### src/rtl/sarseq_pkg.sv
package sarseq_pkg;

   // Kind of work a section performs in its current phase
   typedef enum logic [2:0] {
      K_REFZ,
      K_AZ,
      K_CAL,
      K_SMP,
      K_BIT,
      K_XFER
   } phase_kind_t;

   // Fixed phase positions ahead of the bit decisions
   localparam int PH_REFZ = 0;
   localparam int PH_AZ   = 1;
   localparam int PH_CAL  = 2;
   localparam int PH_SMP  = 3;
   localparam int PH_BIT0 = 4;

   // Schedule length for a given resolution
   function automatic int cycle_len(input int res_bits);
      return res_bits + 5;
   endfunction

   // Index of the transfer phase for a given resolution
   function automatic int xfer_phase(input int res_bits);
      return res_bits + PH_BIT0;
   endfunction

endpackage

### src/rtl/sarseq_timebase.sv
module sarseq_timebase #(
   parameter int PW = 4
) (
   input  logic          clk,
   input  logic          rst,
   output logic [PW-1:0] cnt_o
);

   if (PW < 1) begin : g_bad_pw
      $error("sarseq_timebase: PW must be at least 1");
   end

   logic [PW-1:0] cnt_q;

   always_ff @(posedge clk) begin
      if (rst) cnt_q <= '0;
      else     cnt_q <= cnt_q + 1'b1;
   end

   assign cnt_o = cnt_q;

   // the counter never skips a value
   assert_step_R1: assert property (@(posedge clk) disable iff (rst)
      1'b1 |=> (cnt_q == $past(cnt_q) + 1'b1));

endmodule

### src/rtl/sarseq_section.sv
module sarseq_section
   import sarseq_pkg::*;
#(
   parameter int W               = 11,
   parameter int PW              = 4,
   parameter int SECT_ID         = 0,
   parameter bit CMP_ACTIVE_HIGH = 1'b1
) (
   input  logic          clk,
   input  logic          rst,
   input  logic [PW-1:0] cnt_i,
   input  logic          cmp_i,
   output logic          zero_smp_o,
   output logic          sample_o,
   output logic          xfer_o,
   output logic          az_vld_o,
   output logic          az_bit_o,
   output logic          cal_vld_o,
   output logic          cal_bit_o,
   output logic          started_o,
   output logic [W-1:0]  dac_o,
   output logic [W-1:0]  word_o
);

   localparam int LAST_BIT_PH = PH_BIT0 + W - 1;
   localparam int XFER_PH     = xfer_phase(W);

   if (XFER_PH >= (1 << PW)) begin : g_bad_len
      $error("sarseq_section: schedule does not fit the phase counter");
   end

   logic [PW-1:0] ph;
   phase_kind_t   kind;
   logic [W-1:0]  trial_bit;
   logic [W-1:0]  acc_q;
   logic          keep;
   logic          started_q;
   logic          az_vld_q, az_bit_q, cal_vld_q, cal_bit_q;

   assign ph = cnt_i - PW'(SECT_ID);

   always_comb begin
      kind = K_XFER;
      if (ph == PW'(PH_REFZ))                                 kind = K_REFZ;
      else if (ph == PW'(PH_AZ))                              kind = K_AZ;
      else if (ph == PW'(PH_CAL))                             kind = K_CAL;
      else if (ph == PW'(PH_SMP))                             kind = K_SMP;
      else if (ph >= PW'(PH_BIT0) && ph <= PW'(LAST_BIT_PH))  kind = K_BIT;
   end

   // One-hot trial bit: phase PH_BIT0 selects the MSB
   for (genvar i = 0; i < W; i++) begin : g_trial
      assign trial_bit[i] = (ph == PW'(PH_BIT0 + W - 1 - i));
   end

   // Comparator polarity variant
   if (CMP_ACTIVE_HIGH) begin : g_pol_hi
      assign keep = cmp_i;
   end else begin : g_pol_lo
      assign keep = ~cmp_i;
   end

   always_ff @(posedge clk) begin
      if (rst) begin
         acc_q     <= '0;
         started_q <= 1'b0;
         az_vld_q  <= 1'b0;
         az_bit_q  <= 1'b0;
         cal_vld_q <= 1'b0;
         cal_bit_q <= 1'b0;
      end else begin
         if (kind == K_SMP) acc_q <= '0;
         else if (kind == K_BIT && keep) acc_q <= acc_q | trial_bit;
         if (kind == K_REFZ) started_q <= 1'b1;
         az_vld_q  <= (kind == K_AZ);
         cal_vld_q <= (kind == K_CAL);
         if (kind == K_AZ)  az_bit_q  <= cmp_i;
         if (kind == K_CAL) cal_bit_q <= cmp_i;
      end
   end

   assign zero_smp_o = (kind == K_REFZ);
   assign sample_o   = (kind == K_SMP);
   assign xfer_o     = (kind == K_XFER);
   assign az_vld_o   = az_vld_q;
   assign az_bit_o   = az_bit_q;
   assign cal_vld_o  = cal_vld_q;
   assign cal_bit_o  = cal_bit_q;
   assign started_o  = started_q;
   assign dac_o      = (kind == K_BIT) ? (acc_q | trial_bit) : '0;
   assign word_o     = acc_q;

   // a bit phase may alter only its own bit of the running word
   assert_own_bit_R5: assert property (@(posedge clk) disable iff (rst)
      (kind == K_BIT) |=> (((acc_q ^ $past(acc_q)) & ~$past(trial_bit)) == '0));

   // the running word is empty when the first decision begins
   assert_clear_R5: assert property (@(posedge clk) disable iff (rst)
      (kind == K_SMP) |=> (acc_q == '0));

endmodule

### src/rtl/sarseq_collect.sv
module sarseq_collect #(
   parameter int N  = 16,
   parameter int W  = 11,
   parameter int SW = 4
) (
   input  logic           clk,
   input  logic           rst,
   input  logic [N-1:0]   xfer_i,
   input  logic [N-1:0]   started_i,
   input  logic [N*W-1:0] words_i,
   output logic [W-1:0]   res_o,
   output logic           res_vld_o,
   output logic [SW-1:0]  res_sect_o
);

   if ((1 << SW) < N) begin : g_bad_sw
      $error("sarseq_collect: SW too narrow for N");
   end

   logic [W-1:0]  word_sel;
   logic [SW-1:0] idx_sel;
   logic          ok_sel;
   logic [W-1:0]  res_q;
   logic          vld_q;
   logic [SW-1:0] sect_q;

   always_comb begin
      word_sel = '0;
      idx_sel  = '0;
      ok_sel   = 1'b0;
      for (int s = 0; s < N; s++) begin
         if (xfer_i[s]) begin
            word_sel = word_sel | words_i[s*W +: W];
            idx_sel  = idx_sel | SW'(s);
            ok_sel   = ok_sel | started_i[s];
         end
      end
   end

   always_ff @(posedge clk) begin
      if (rst) begin
         res_q  <= '0;
         vld_q  <= 1'b0;
         sect_q <= '0;
      end else begin
         res_q  <= word_sel;
         vld_q  <= ok_sel;
         sect_q <= idx_sel;
      end
   end

   assign res_o      = res_q;
   assign res_vld_o  = vld_q;
   assign res_sect_o = sect_q;

   // exactly one section hands over its word in each clock
   assert_one_xfer_R7: assert property (@(posedge clk) disable iff (rst)
      $onehot(xfer_i));

   // consecutive words come from consecutive sections
   assert_order_R8: assert property (@(posedge clk) disable iff (rst)
      (res_vld_o && $past(res_vld_o)) |-> (res_sect_o == $past(res_sect_o) + 1'b1));

   // once valid, the output keeps producing a word every clock
   assert_valid_sticky_R9: assert property (@(posedge clk) disable iff (rst)
      res_vld_o |=> res_vld_o);

endmodule

### src/rtl/sarseq_top.sv
module sarseq_top
   import sarseq_pkg::*;
#(
   parameter int N               = 16,
   parameter int W               = 11,
   parameter bit CMP_ACTIVE_HIGH = 1'b1,
   localparam int PW             = $clog2(N),
   localparam int SW             = $clog2(N)
) (
   input  logic           clk,
   input  logic           rst,
   input  logic [N-1:0]   cmp_i,
   output logic [N-1:0]   zero_smp_o,
   output logic [N-1:0]   sample_o,
   output logic [N-1:0]   xfer_o,
   output logic [N-1:0]   az_vld_o,
   output logic [N-1:0]   az_bit_o,
   output logic [N-1:0]   cal_vld_o,
   output logic [N-1:0]   cal_bit_o,
   output logic [N*W-1:0] dac_code_o,
   output logic [W-1:0]   res_o,
   output logic           res_vld_o,
   output logic [SW-1:0]  res_sect_o
);

   if (W < 2) begin : g_bad_w
      $error("sarseq_top: W must be at least 2");
   end
   if (cycle_len(W) != N) begin : g_bad_n
      $error("sarseq_top: section count must equal schedule length W+5");
   end
   if ((1 << PW) != N) begin : g_bad_pow
      $error("sarseq_top: section count must be a power of two");
   end

   logic [PW-1:0]  cnt;
   logic [N-1:0]   started;
   logic [N*W-1:0] words;

   sarseq_timebase #(.PW(PW)) u_tb (
      .clk   (clk),
      .rst   (rst),
      .cnt_o (cnt)
   );

   for (genvar s = 0; s < N; s++) begin : g_sect
      sarseq_section #(
         .W               (W),
         .PW              (PW),
         .SECT_ID         (s),
         .CMP_ACTIVE_HIGH (CMP_ACTIVE_HIGH)
      ) u_sect (
         .clk        (clk),
         .rst        (rst),
         .cnt_i      (cnt),
         .cmp_i      (cmp_i[s]),
         .zero_smp_o (zero_smp_o[s]),
         .sample_o   (sample_o[s]),
         .xfer_o     (xfer_o[s]),
         .az_vld_o   (az_vld_o[s]),
         .az_bit_o   (az_bit_o[s]),
         .cal_vld_o  (cal_vld_o[s]),
         .cal_bit_o  (cal_bit_o[s]),
         .started_o  (started[s]),
         .dac_o      (dac_code_o[s*W +: W]),
         .word_o     (words[s*W +: W])
      );
   end

   sarseq_collect #(.N(N), .W(W), .SW(SW)) u_col (
      .clk        (clk),
      .rst        (rst),
      .xfer_i     (xfer_o),
      .started_i  (started),
      .words_i    (words),
      .res_o      (res_o),
      .res_vld_o  (res_vld_o),
      .res_sect_o (res_sect_o)
   );

   // a single section samples the input on every clock
   assert_one_sample_R2: assert property (@(posedge clk) disable iff (rst)
      $onehot(sample_o));

   // offset results never overlap between sections
   assert_az_single_R3: assert property (@(posedge clk) disable iff (rst)
      $onehot0(az_vld_o));

   // gain results never overlap between sections
   assert_cal_single_R4: assert property (@(posedge clk) disable iff (rst)
      $onehot0(cal_vld_o));

endmodule

### config.mk
export PLATFORM = sky130hd
export DESIGN_NAME = sarseq_top
export DESIGN_NICKNAME = d
export VERILOG_FILES = /design/src/rtl/sarseq_pkg.sv /design/src/rtl/sarseq_timebase.sv /design/src/rtl/sarseq_section.sv /design/src/rtl/sarseq_collect.sv /design/src/rtl/sarseq_top.sv
export SDC_FILE = /design/constraint.sdc
export NUM_CORES = 1
export LEC_CHECK = 0
export BUFFER_PORTS_ARGS = -buffer_cell sky130_fd_sc_hd__buf_4
export CAP_MARGIN = 20
export CELL_PAD_IN_SITES_DETAIL_PLACEMENT = 1
export CELL_PAD_IN_SITES_GLOBAL_PLACEMENT = 2
export CORE_MARGIN = 4
export CORE_UTILIZATION = 31
export DETAILED_ROUTE_END_ITERATION = 8
export GPL_TIMING_DRIVEN = 0
export HOLD_SLACK_MARGIN = 0.1
export PLACE_DENSITY_LB_ADDON = 0.1
export SLEW_MARGIN = 30
export SYNTH_ARGS = -nofsm -noshare
export SYNTH_HDL_FRONTEND = slang
export SYNTH_SLANG_ARGS = --single-unit
### constraint.sdc
create_clock -name clk -period 4.39 [get_ports clk]
set_clock_uncertainty 0.1 [all_clocks]
set_input_delay 1.0975 -clock clk [delete_from_list [all_inputs] [get_ports clk]]
set_output_delay 1.0975 -clock clk [all_outputs]
set_load 0.02 [all_outputs]
### Word level (Yosys, flattened, before mapping)

Index checks and enable logic that the tools add are counted.

| operators by class | value |
|---|---|
| add/subtract/negate cells | 16 |
| magnitude comparators | 32 |
| equality and inequality tests | 304 |
| mux-type cells | 143 |
| bitwise operators | 46 |
| reduce and logical (&&, ||, !) cells | 80 |

Operator list:

| kind | number |
|---|---|
| $eq A4 B4 Y1 const B | 112 |
| $mux W11 | 32 |
| $or A11 B11 Y11 | 31 |
| $eq A4 B3 Y1 const B | 64 |
| $mux W3 | 68 |
| $eq A4 B2 Y1 const B | 32 |
| $eq A3 B2 Y1 const B | 32 |
| $eq A3 B3 Y1 const B | 32 |
| $eq A4 B1 Y1 const B | 16 |
| $ge A4 B3 Y1 const B | 16 |
| $le A4 B4 Y1 const B | 16 |
| $logic_not A4 Y1 | 16 |
| $eq A3 B1 Y1 const B | 16 |
| $logic_not A3 Y1 | 16 |
| $mux W1 | 33 |
| $logic_and A1 B1 Y1 | 32 |
| $mux W4 | 8 |
| $reduce_or A2 Y1 | 16 |
| $sub A4 B4 Y4 const B | 8 |
| $sub A4 B3 Y4 const B | 4 |
| $or A1 B1 Y1 | 15 |
| $sub A4 B2 Y4 const B | 2 |
| $add A4 B1 Y4 const B | 1 |
| $mux W2 | 2 |
| $sub A4 B1 Y4 const B | 1 |

| word-level totals | value |
|---|---|
| flip-flop bits (word level) | 276 |
| input bits | 18 |
| output and inout port bits | 304 |

### Logic depth before layout (Yosys ltp)

Gate-level depths: netlist of the first run.

| logic depth | value |
|---|---|
| word-level depth | 39 |
| depth in mapped cells | 12 |

### By module

From an unflattened synthesis of the first run, not the netlist that was laid out.

| unflattened totals | value |
|---|---|
| cell total of the unflattened synthesis | 2105 |
| area total of the unflattened synthesis | 16925.0 µm² |

By module, submodules not included:

| module | instances | cells each | area an instance (µm²) | seq. area each (µm²) |
|---|---|---|---|---|
| sarseq_collect | 1 | 164 | 1491.4 | 320.3 |
| sarseq_section (g_sect[5].u_sect) | 1 | 148 | 1158.6 | 320.3 |
| sarseq_section (g_sect[1].u_sect) | 1 | 142 | 1111.1 | 320.3 |
| sarseq_section (g_sect[3].u_sect) | 1 | 127 | 1039.7 | 320.3 |
| sarseq_section (g_sect[7].u_sect) | 1 | 122 | 1027.2 | 320.3 |
| sarseq_section (g_sect[9].u_sect) | 1 | 125 | 1006.0 | 320.3 |
| sarseq_section (g_sect[15].u_sect) | 1 | 129 | 989.7 | 320.3 |
| sarseq_section (g_sect[12].u_sect) | 1 | 127 | 984.7 | 320.3 |
| sarseq_section (g_sect[10].u_sect) | 1 | 118 | 958.4 | 320.3 |
| sarseq_section (g_sect[2].u_sect) | 1 | 118 | 955.9 | 320.3 |
| sarseq_section (g_sect[13].u_sect) | 1 | 123 | 924.6 | 320.3 |
| sarseq_section (g_sect[11].u_sect) | 1 | 118 | 915.9 | 320.3 |
| sarseq_section (g_sect[14].u_sect) | 1 | 109 | 883.3 | 320.3 |
| sarseq_section (g_sect[0].u_sect) | 1 | 114 | 857.1 | 320.3 |
| 4 more rows | - | - | - | - |

### Worst setup path after synthesis of the first run

No wires, ideal clock.

| timing path | value |
|---|---|
| path kind | register to output |
| start | reg u_tb.cnt_q[2], in the netlist u_tb.cnt_o[2] |
| end | out dac_code_o[121] |
| arrival | 2587 ps |
| slack | 605 ps |
| stages on the path, launching flop included | 9 |
| buffers on the path | 2 |
| cell sequence | dfxtp_1 > inv_1 > ha_1 > a21oi_1 > xnor2_1 > buf_2 > buf_1 > mux2i_1 > o21ai_0 |

| between the ends | value |
|---|---|
| word-level cells in the longest chain between the ends | 10 |
| elaborated cells on any way between the ends | 17 |
| those cells by class | add/sub (1); order compare (2); eq/ne (5); mux (6); bitwise (1); reduce/logical (2) |

Ends and longest elaborated chain:

| what | RTL line | text |
|---|---|---|
| from (decl) | sarseq_timebase.sv:13 | `logic [PW-1:0] cnt_q;` |
| from (signal assigned) | sarseq_timebase.sv:17 | `else cnt_q <= cnt_q + 1'b1;` |
| $sub A4 B4 Y4 (*) | sarseq_section.sv:40 | `assign ph = cnt_i - PW'(SECT_ID);` |
| $ge A4 B3 Y1 or $le A4 B4 Y1 (tied branches) | sarseq_section.sv:48 | `else if (ph >= PW'(PH_BIT0) && ph <= PW'(LAST_BIT_PH)) kind = K_BIT;` |
| $logic_and A1 B1 Y1 | sarseq_section.sv:48 |  |
| $mux W1 | sarseq_section.sv:48 |  |
| $mux W3 | sarseq_section.sv:47 | `else if (ph == PW'(PH_SMP)) kind = K_SMP;` |
| $mux W3 | sarseq_section.sv:46 | `else if (ph == PW'(PH_CAL)) kind = K_CAL;` |
| $mux W3 | sarseq_section.sv:45 | `else if (ph == PW'(PH_AZ)) kind = K_AZ;` |
| $mux W3 | sarseq_section.sv:44 | `if (ph == PW'(PH_REFZ)) kind = K_REFZ;` |
| $eq A3 B3 Y1 | sarseq_section.sv:90 | `assign dac_o = (kind == K_BIT) ? (acc_q \| trial_bit) : '0;` |
| $mux W11 (*) | sarseq_section.sv:90 |  |
| to (decl) | sarseq_top.sv:20 | `output logic [N*W-1:0] dac_code_o,` |

Every way passes the cells marked *; elsewhere a longest branch is shown, timed or not.

### Worst setup path after layout of the first run

| timing path | value |
|---|---|
| start | reg u_tb.cnt_q[1], in the netlist u_tb.cnt_o[1] |
| end | out xfer_o[3] |

| between the ends | value |
|---|---|
| word-level cells in the longest chain between the ends | 9 |
| elaborated cells on any way between the ends | 14 |
| those cells by class | add/sub (1); order compare (2); eq/ne (4); mux (5); reduce/logical (2) |

Ends and longest elaborated chain:

| what | RTL line | text |
|---|---|---|
| $sub A4 B2 Y4 (*) | sarseq_section.sv:40 |  |
| $ge A4 B3 Y1 or $le A4 B4 Y1 (tied branches) | sarseq_section.sv:48 |  |
| $logic_and A1 B1 Y1 | sarseq_section.sv:48 |  |
| $mux W1 | sarseq_section.sv:48 |  |
| $mux W3 | sarseq_section.sv:47 |  |
| $mux W3 | sarseq_section.sv:46 |  |
| $mux W3 | sarseq_section.sv:45 |  |
| $mux W3 (*) | sarseq_section.sv:44 |  |
| $eq A3 B3 Y1 (*) | sarseq_section.sv:84 | `assign xfer_o = (kind == K_XFER);` |
| to (decl) | sarseq_top.sv:15 | `output logic [N-1:0] xfer_o,` |

Marked as above.

==> flow_metrics.py, run 1 <==
metrics = {
    "cts": {
        "cts_htree_levels": 2,
        "path_clk_slew_ns": 0.07,
        "cts_root_buf": "clkbuf_16",
        "clkLatencyLatePin_ns": 0.57,
        "cts_sinks": 276,
        "clk_path_buf_depth": 3,
        "cts_made_buffers": 35,
        "cts_tree": "yes",
    },
    "route": {
        "top_layer_used": "met5",
        "met2_length_mm": 38.2,
        "routed_wl_mm": 88.6,
        "drt_iter0_drc": 2000,
        "viasPerCell": 5.71,
        "drc": 0,
        "post_drt_wl_per_cell_um": 30.4,
        "met3_length_mm": 8.82,
        "drtPass1Iterations": 8,
        "drtAntennaViolNets": 0,
        "vias": 16600,
        "met1_length_mm": 37.4,
    },
    "layout": {
        "final_common_cell": "nor2_1",
        "drive_above_1_share": 0.324,
        "antenna_cells": 0,
        "fin_util": 0.427,
        "area_growth_pct": 36.5,
        "design_area_um2": 19800,
        "final_cell_mix": "nor2_1, buf_4, dfxtp_1",
        "nets": 2319,
    },
    "status": {
        "outcome": "completed",
    },
    "floorplan": {
        "fp.dieArea_um2": 50400,
        "rows": 79,
        "pin_count": 322,
        "core_area_um2": 46500,
        "start_util": 0.313,
        "die-height_um": 224,
        "die_width_um": 224,
    },
    "setup_path": {
        "cpPeakStageDelay_ns": 0.40,
        "cp.arrival_ns": 3.15,
        "critPathMaxFanout": 10,
        "crit_family": "buffers and inverters",
        "r2r_cells": 11,
        "crit_path_top_delay_cell": "xnor2_4",
        "r2r_slack_ns": 0.63,
        "cp-startpoint": "u_tb.cnt_o[1]",
        "cp.depth": 8,
        "endpoint": "xfer_o[3]",
        "critPathKind": "reg -> out",
        "cp-start-kind": "flip-flop",
        "r2r_start": "u_tb.cnt_o[3]",
        "r2r_end": "u_col.res_o[1]",
        "critPathRequiredTime_ns": 3.19,
        "end_kind": "output pin",
        "path_cells": "ha_1 > buf_2 > xnor2_4 > nand2_1 > o21ai_4 > buf_2 > buf_4 > buf_4",
        "cp_num_buf_inv": 4,
    },
    "timing": {
        "fmax_mhz": 230,
        "slew_headroom": 0.306,
        "setup_viol": 0,
        "rsz0062_at_grt": "true",
        "finalHoldViolations": 0,
        "tightest_slew_ns": 1.04,
        "drv_slew": 0,
        "min_period_ns": 4.35,
        "finalCritPeriodShare": 0.990,
    },
    "yosys": {
        "avgSynthCellArea_um2": 7.65,
        "synthCells": 1898,
        "synth_area_um2": 14500,
        "synthesis.nets": 1935,
        "synth_flop_cell": "dfxtp_1",
        "synthArstFlopShare": 0,
        "yosys_warnings": 0,
        "ys_ff_latch": 276,
        "synth-edff-count": 0,
        "ys_types": 80,
        "ys_seq_area_frac": 0.380,
    },
    "power_and_ir_drop": {
        "p_sw_frac": 0.361,
        "intPower_w": 0.00507,
        "max-vdd-ir-drop_uv": 255,
        "powerDensity_nw_per_um2": 400,
        "seqPwrFrac": 0.336,
        "pwr-share-clk": 0.376,
        "combPwrFrac": 0.288,
        "p_leak_nw": 8.50,
        "p_switching_w": 0.00287,
    },
    "run": {
        "max-cap-violations": 0,
    },
    "grt": {
        "track_usage": 0.336,
        "antenna_found_initial": 4,
        "grt_pass1_wl_mm": 122,
        "grt_pass1_vias": 16300,
        "grt-ovfl-total": 0,
        "grt_max_degree": 15,
    },
    "hold_path": {
        "holdCritPathClass": "reg -> reg",
    },
    "placement": {
        "dpl_cell_area_um2": 17700,
        "port_buffers": 321,
        "gp_congestion": 0.969,
        "dpl.hpwl_mm": 67.6,
    },
}
==> flip-flops by register name (all words and copies together) (netlist names) <==
register	flops
g_sect.u_sect.az_bit_o	16
u_col.res_vld_o	1
u_col.res_o	11
g_sect.u_sect.cal_bit_o	16
u_tb.cnt_o	4
u_col.res_sect_o	4
g_sect.u_sect.cal_vld_o	16
g_sect.u_sect.started_o	16
g_sect.u_sect.word_o	176
g_sect.u_sect.az_vld_o	16
==> cells in the mapped netlist, types with 23 or more instances <==
cell type,count,area share
a21oi_1,198,0.068
a222oi_1,23,0.016
a22oi_1,32,0.017
a31oi_1,95,0.041
and2_1,25,0.011
and3_1,29,0.012
buf_2,31,0.011
buf_4,120,0.062
clkbuf_1,98,0.025
dfxtp_1,276,0.38
mux2i_1,25,0.017
nand2_1,99,0.026
nand3_1,36,0.012
nor2_1,492,0.13
nor2b_1,24,0.010
o21a_1,28,0.014
o21ai_0,32,0.011
==> power by group through the flow <==
stage          Clock (W)  Combinational, W  Sequential [W]
6_report         0.00299           0.00229         0.00267
3_5_place_dp           0           0.00200         0.00272
2_1_floorplan          0           0.00110         0.00269
5_1_grt          0.00311           0.00238         0.00267
4_1_cts          0.00301           0.00215         0.00266
3_3_place_gp           0           0.00198         0.00272
==> layer usage <==
metal | vias up | track usage
met2 | 879 | 0.500
li1 | 7252 | -
met4 | 2 | 0.147
met1 | 8330 | 0.453
met5 | - | 0
met3 | 171 | 0.0984
==> kinds of logic (layout without fill, tap and decap cells) <==
| kind of cell | Yosys count | count (layout) | synth area share |
|---|---|---|---|
| xor gates and xnor gates | 14 | 14 | 0.0136 |
| muxes | 28 | 28 | 0.0202 |
| adders and majority gates | 19 | 19 | 0.0164 |
| DFF | 276 | 276 | 0.380 |
| AOI/OAI and AO/OA | 489 | 490 | 0.221 |
| and+or+nand+nor | 792 | 793 | 0.239 |
| buffers and inverters | 280 | 686 | 0.110 |
==> worst min-delay path, stage by stage, from the launching register on <==
cell     delay (ns)
dfxtp_1        0.31
nand2_1        0.05
a21oi_1        0.05
==> cell type report <==
type	instances	area, um^2
timing repair buffer	354	2720
buffer	254	1710
multi-input combinational	1344	7880
fill	5640	26600
tap	607	759
inverter	17	78.8
clock buffer	44	970
sequential	276	5540
clock inverter	17	175
==> worst min path at each step <==
stage | start | cells after the start | to | slack, ns
2_1_floorplan | g_sect[0].u_sect.az_bit_o | 2 | g_sect[0].u_sect.az_bit_o | 0.34
3_3_place_gp | g_sect[2].u_sect.started_o | 2 | g_sect[2].u_sect.started_o | 0.35
3_5_place_dp | g_sect[3].u_sect.az_bit_o | 2 | g_sect[3].u_sect.az_bit_o | 0.36
4_1_cts | g_sect[3].u_sect.az_bit_o | 2 | g_sect[3].u_sect.az_bit_o | 0.36
5_1_grt | g_sect[13].u_sect.cal_bit_o | 2 | g_sect[13].u_sect.cal_bit_o | 0.38
6_report | g_sect[3].u_sect.az_bit_o | 2 | g_sect[3].u_sect.az_bit_o | 0.36
==> timing repair <==
action / CTS / global route
gates resized for setup: 145 / 85
setup buffers: 18 / 11
hold buffers: 0 / 0
pin swaps: 6 / 10
setup endpoints to repair: 224 / 140
gates cloned: 3 / 3
==> stage by stage <==
step                hold WS [ns]  TNS (ns)  std cells  setup WS (ns)  total power (W)
floorplan                  0.337         0       1898          0.605          0.00379
global placement           0.349    -59.56       2826          -1.22          0.00470
detailed placement         0.357    -39.00       2826         -0.734          0.00472
CTS                        0.364   -0.0250       2902        -0.0138          0.00782
global route               0.384    -0.244       2913        -0.0360          0.00816
finish                     0.359         0       2913         0.0429          0.00794
Power figures use the tool's default switching activity.
==> run 2: changes to the inputs <==
--- a/config.mk
+++ b/config.mk
@@ -14,7 +14,8 @@
 export DETAILED_ROUTE_END_ITERATION = 8
 export GPL_TIMING_DRIVEN = 0
 export HOLD_SLACK_MARGIN = 0.1
-export PLACE_DENSITY_LB_ADDON = 0.1
+export PLACE_DENSITY_LB_ADDON = 0.25
+export SETUP_SLACK_MARGIN = 0.2
 export SLEW_MARGIN = 30
 export SYNTH_ARGS = -nofsm -noshare
 export SYNTH_HDL_FRONTEND = slang
==> run 2 against run 1 <==
- worst setup slack improved by 0.029 ns
- routed wire length fell by 2.0%
- fmax rose by 0.67%
- die area did not move
- highest routed layer is now met4
==> flow_metrics.py, run 2 (synthesis results as in run 1) <==
metrics = {
    "status": {
        "outcome": "completed",
    },
    "timing": {
        "finalCritPeriodShare": 0.984,
        "tightest_slew_ns": 1.06,
        "rsz0062_at_grt": "true",
        "fin_ws_ns": 0.0717,
        "min_period_ns": 4.32,
        "finalHoldViolations": 0,
        "drv_slew": 0,
        "fmax_mhz": 232,
        "setup_viol": 0,
        "slew_headroom": 0.290,
    },
    "floorplan": {
        "pin_count": 322,
        "start_util": 0.313,
        "rows": 79,
        "die-height_um": 224,
        "die_width_um": 224,
        "fp.dieArea_um2": 50400,
        "core_area_um2": 46500,
    },
    "setup_path": {
        "cp-startpoint": "u_tb.cnt_o[0]",
        "endpoint": "dac_code_o[45]",
        "critPathKind": "reg -> out",
        "r2r_slack_ns": 0.72,
        "cp-start-kind": "flip-flop",
        "critPathMaxFanout": 5,
        "path_cells": "buf_12 > clkinvlp_4 > ha_2 > buf_6 > or4_4 > buf_12 > a211oi_4 > clkbuf_8 > o21a_1 > buf_6",
        "crit_path_top_delay_cell": "or4_4",
        "cp.arrival_ns": 3.12,
        "end_kind": "output pin",
        "r2r_end": "u_col.res_o[1]",
        "r2r_start": "u_tb.cnt_o[3]",
        "critPathRequiredTime_ns": 3.19,
        "cpPeakStageDelay_ns": 0.52,
        "r2r_cells": 12,
    },
    "placement": {
        "dp.cells": 2827,
        "gp_congestion": 0.954,
        "dpl_cell_area_um2": 17700,
        "dpl.hpwl_mm": 65.7,
        "dp_slack_ns": -0.942,
        "port_buffers": 321,
    },
    "route": {
        "viasPerCell": 5.69,
        "drtPass1Iterations": 6,
        "vias": 16900,
        "drtAntennaViolNets": 0,
        "drt_iter0_drc": 1944,
        "drc": 0,
        "post_drt_wl_per_cell_um": 29.3,
        "routed_wl_mm": 86.9,
    },
    "power_and_ir_drop": {
        "combPwrFrac": 0.304,
        "max-vdd-ir-drop_uv": 241,
        "powerDensity_nw_per_um2": 392,
        "intPower_w": 0.00528,
        "p_leak_nw": 8.93,
        "seqPwrFrac": 0.326,
        "pwr-share-clk": 0.370,
        "p_switching_w": 0.00287,
        "p_sw_frac": 0.352,
        "total_power_w": 0.00815,
    },
    "cts": {
        "cts_tree": "yes",
        "clkLatencyLatePin_ns": 0.55,
        "cts_htree_levels": 2,
        "path_clk_slew_ns": 0.06,
        "cts_root_buf": "clkbuf_16",
        "cts_sinks": 276,
        "clk_path_buf_depth": 3,
        "cts_made_buffers": 35,
    },
    "layout": {
        "area_growth_pct": 43.0,
        "nets": 2376,
        "final_cell_mix": "buf_4, nor2_1, dfxtp_1",
        "drive_above_1_share": 0.353,
        "final_common_cell": "buf_4",
        "layout.cells.non_filler": 2967,
        "largest_reg_flops": 176,
        "design_area_um2": 20800,
        "antenna_cells": 0,
    },
    "grt": {
        "grt-ovfl-total": 0,
        "grt_max_degree": 14,
        "antenna_found_initial": 1,
        "track_usage": 0.330,
        "grt_pass1_wl_mm": 122,
        "grt_pass1_vias": 16800,
    },
    "hold_path": {
        "holdCritPathClass": "reg -> reg",
    },
    "run": {
        "max-cap-violations": 0,
    },
}
run 2: power by group through the flow:
| stage | Clock [W] | Combinational, W | Sequential (W) |
|---|---|---|---|
| finish | 0.00301 | 0.00248 | 0.00266 |
| global route | 0.00315 | 0.00257 | 0.00267 |
| CTS | 0.00304 | 0.00229 | 0.00266 |
| detailed placement | 0 | 0.00198 | 0.00272 |
| global placement | 0 | 0.00196 | 0.00271 |
| floorplan | 0 | 0.00110 | 0.00269 |
run 2: metrics by stage:
step                       util  setup TNS, ns  hold WS [ns]
after floorplan               -              0         0.337
after global placement    0.381         -48.81         0.348
after detailed placement  0.382         -41.64         0.352
after CTS                 0.435              0         0.360
after global routing      0.447              0         0.384
final                     0.447              0         0.358
run 2: per-layer routing:
metal  track usage  up-vias  part of all wire
li1              -     7375                 -
met1         0.445     8454              0.42
met2         0.508      866              0.44
met3        0.0791      189             0.093
met4         0.138        0             0.048
met5             0        -                 0
run 2: what timing repair did:
| action | in CTS | in global routing |
|---|---|---|
| buffers inserted | 49 | 28 |
| gates cloned | 4 | 1 |
| hold buffers | 0 | 0 |
| resized for setup | 260 | 110 |
| endpoints found under the setup margin | 229 | 170 |
| pin swaps | 15 | 18 |
run 2: cell type report:
cell class | count | area [um^2]
Fill cell | 5631 | 25700
Clock buffer | 51 | 1080
Tap cell | 607 | 759
Timing Repair Buffer | 403 | 3200
Multi-Input combinational cell | 1343 | 8110
Clock inverter | 7 | 85.1
Sequential cell | 276 | 5540
Buffer | 263 | 1920
Inverter | 17 | 80.1
run 2: worst min path at each step:
stage                                    start  depth (start not counted)  slack, ns                    endpoint
floorplan            g_sect[0].u_sect.az_bit_o                          2       0.34   g_sect[0].u_sect.az_bit_o
CTS                 g_sect[0].u_sect.cal_bit_o                          2       0.36  g_sect[0].u_sect.cal_bit_o
finish              g_sect[0].u_sect.cal_bit_o                          2       0.36  g_sect[0].u_sect.cal_bit_o
global route        g_sect[1].u_sect.cal_bit_o                          2       0.38  g_sect[1].u_sect.cal_bit_o
detailed placement  g_sect[0].u_sect.cal_bit_o                          2       0.35  g_sect[0].u_sect.cal_bit_o
global placement    g_sect[0].u_sect.cal_bit_o                          2       0.35  g_sect[0].u_sect.cal_bit_o
run 2: worst max-delay path, delay by kind of cell (launching register included):
kind	cells	cell delay [ns]
DFF	1	0.37
buffers and inverters	6	0.91
adders and majority gates	1	0.20
and+or+nand+nor	1	0.52
AOI/OAI and AO/OA	2	0.56
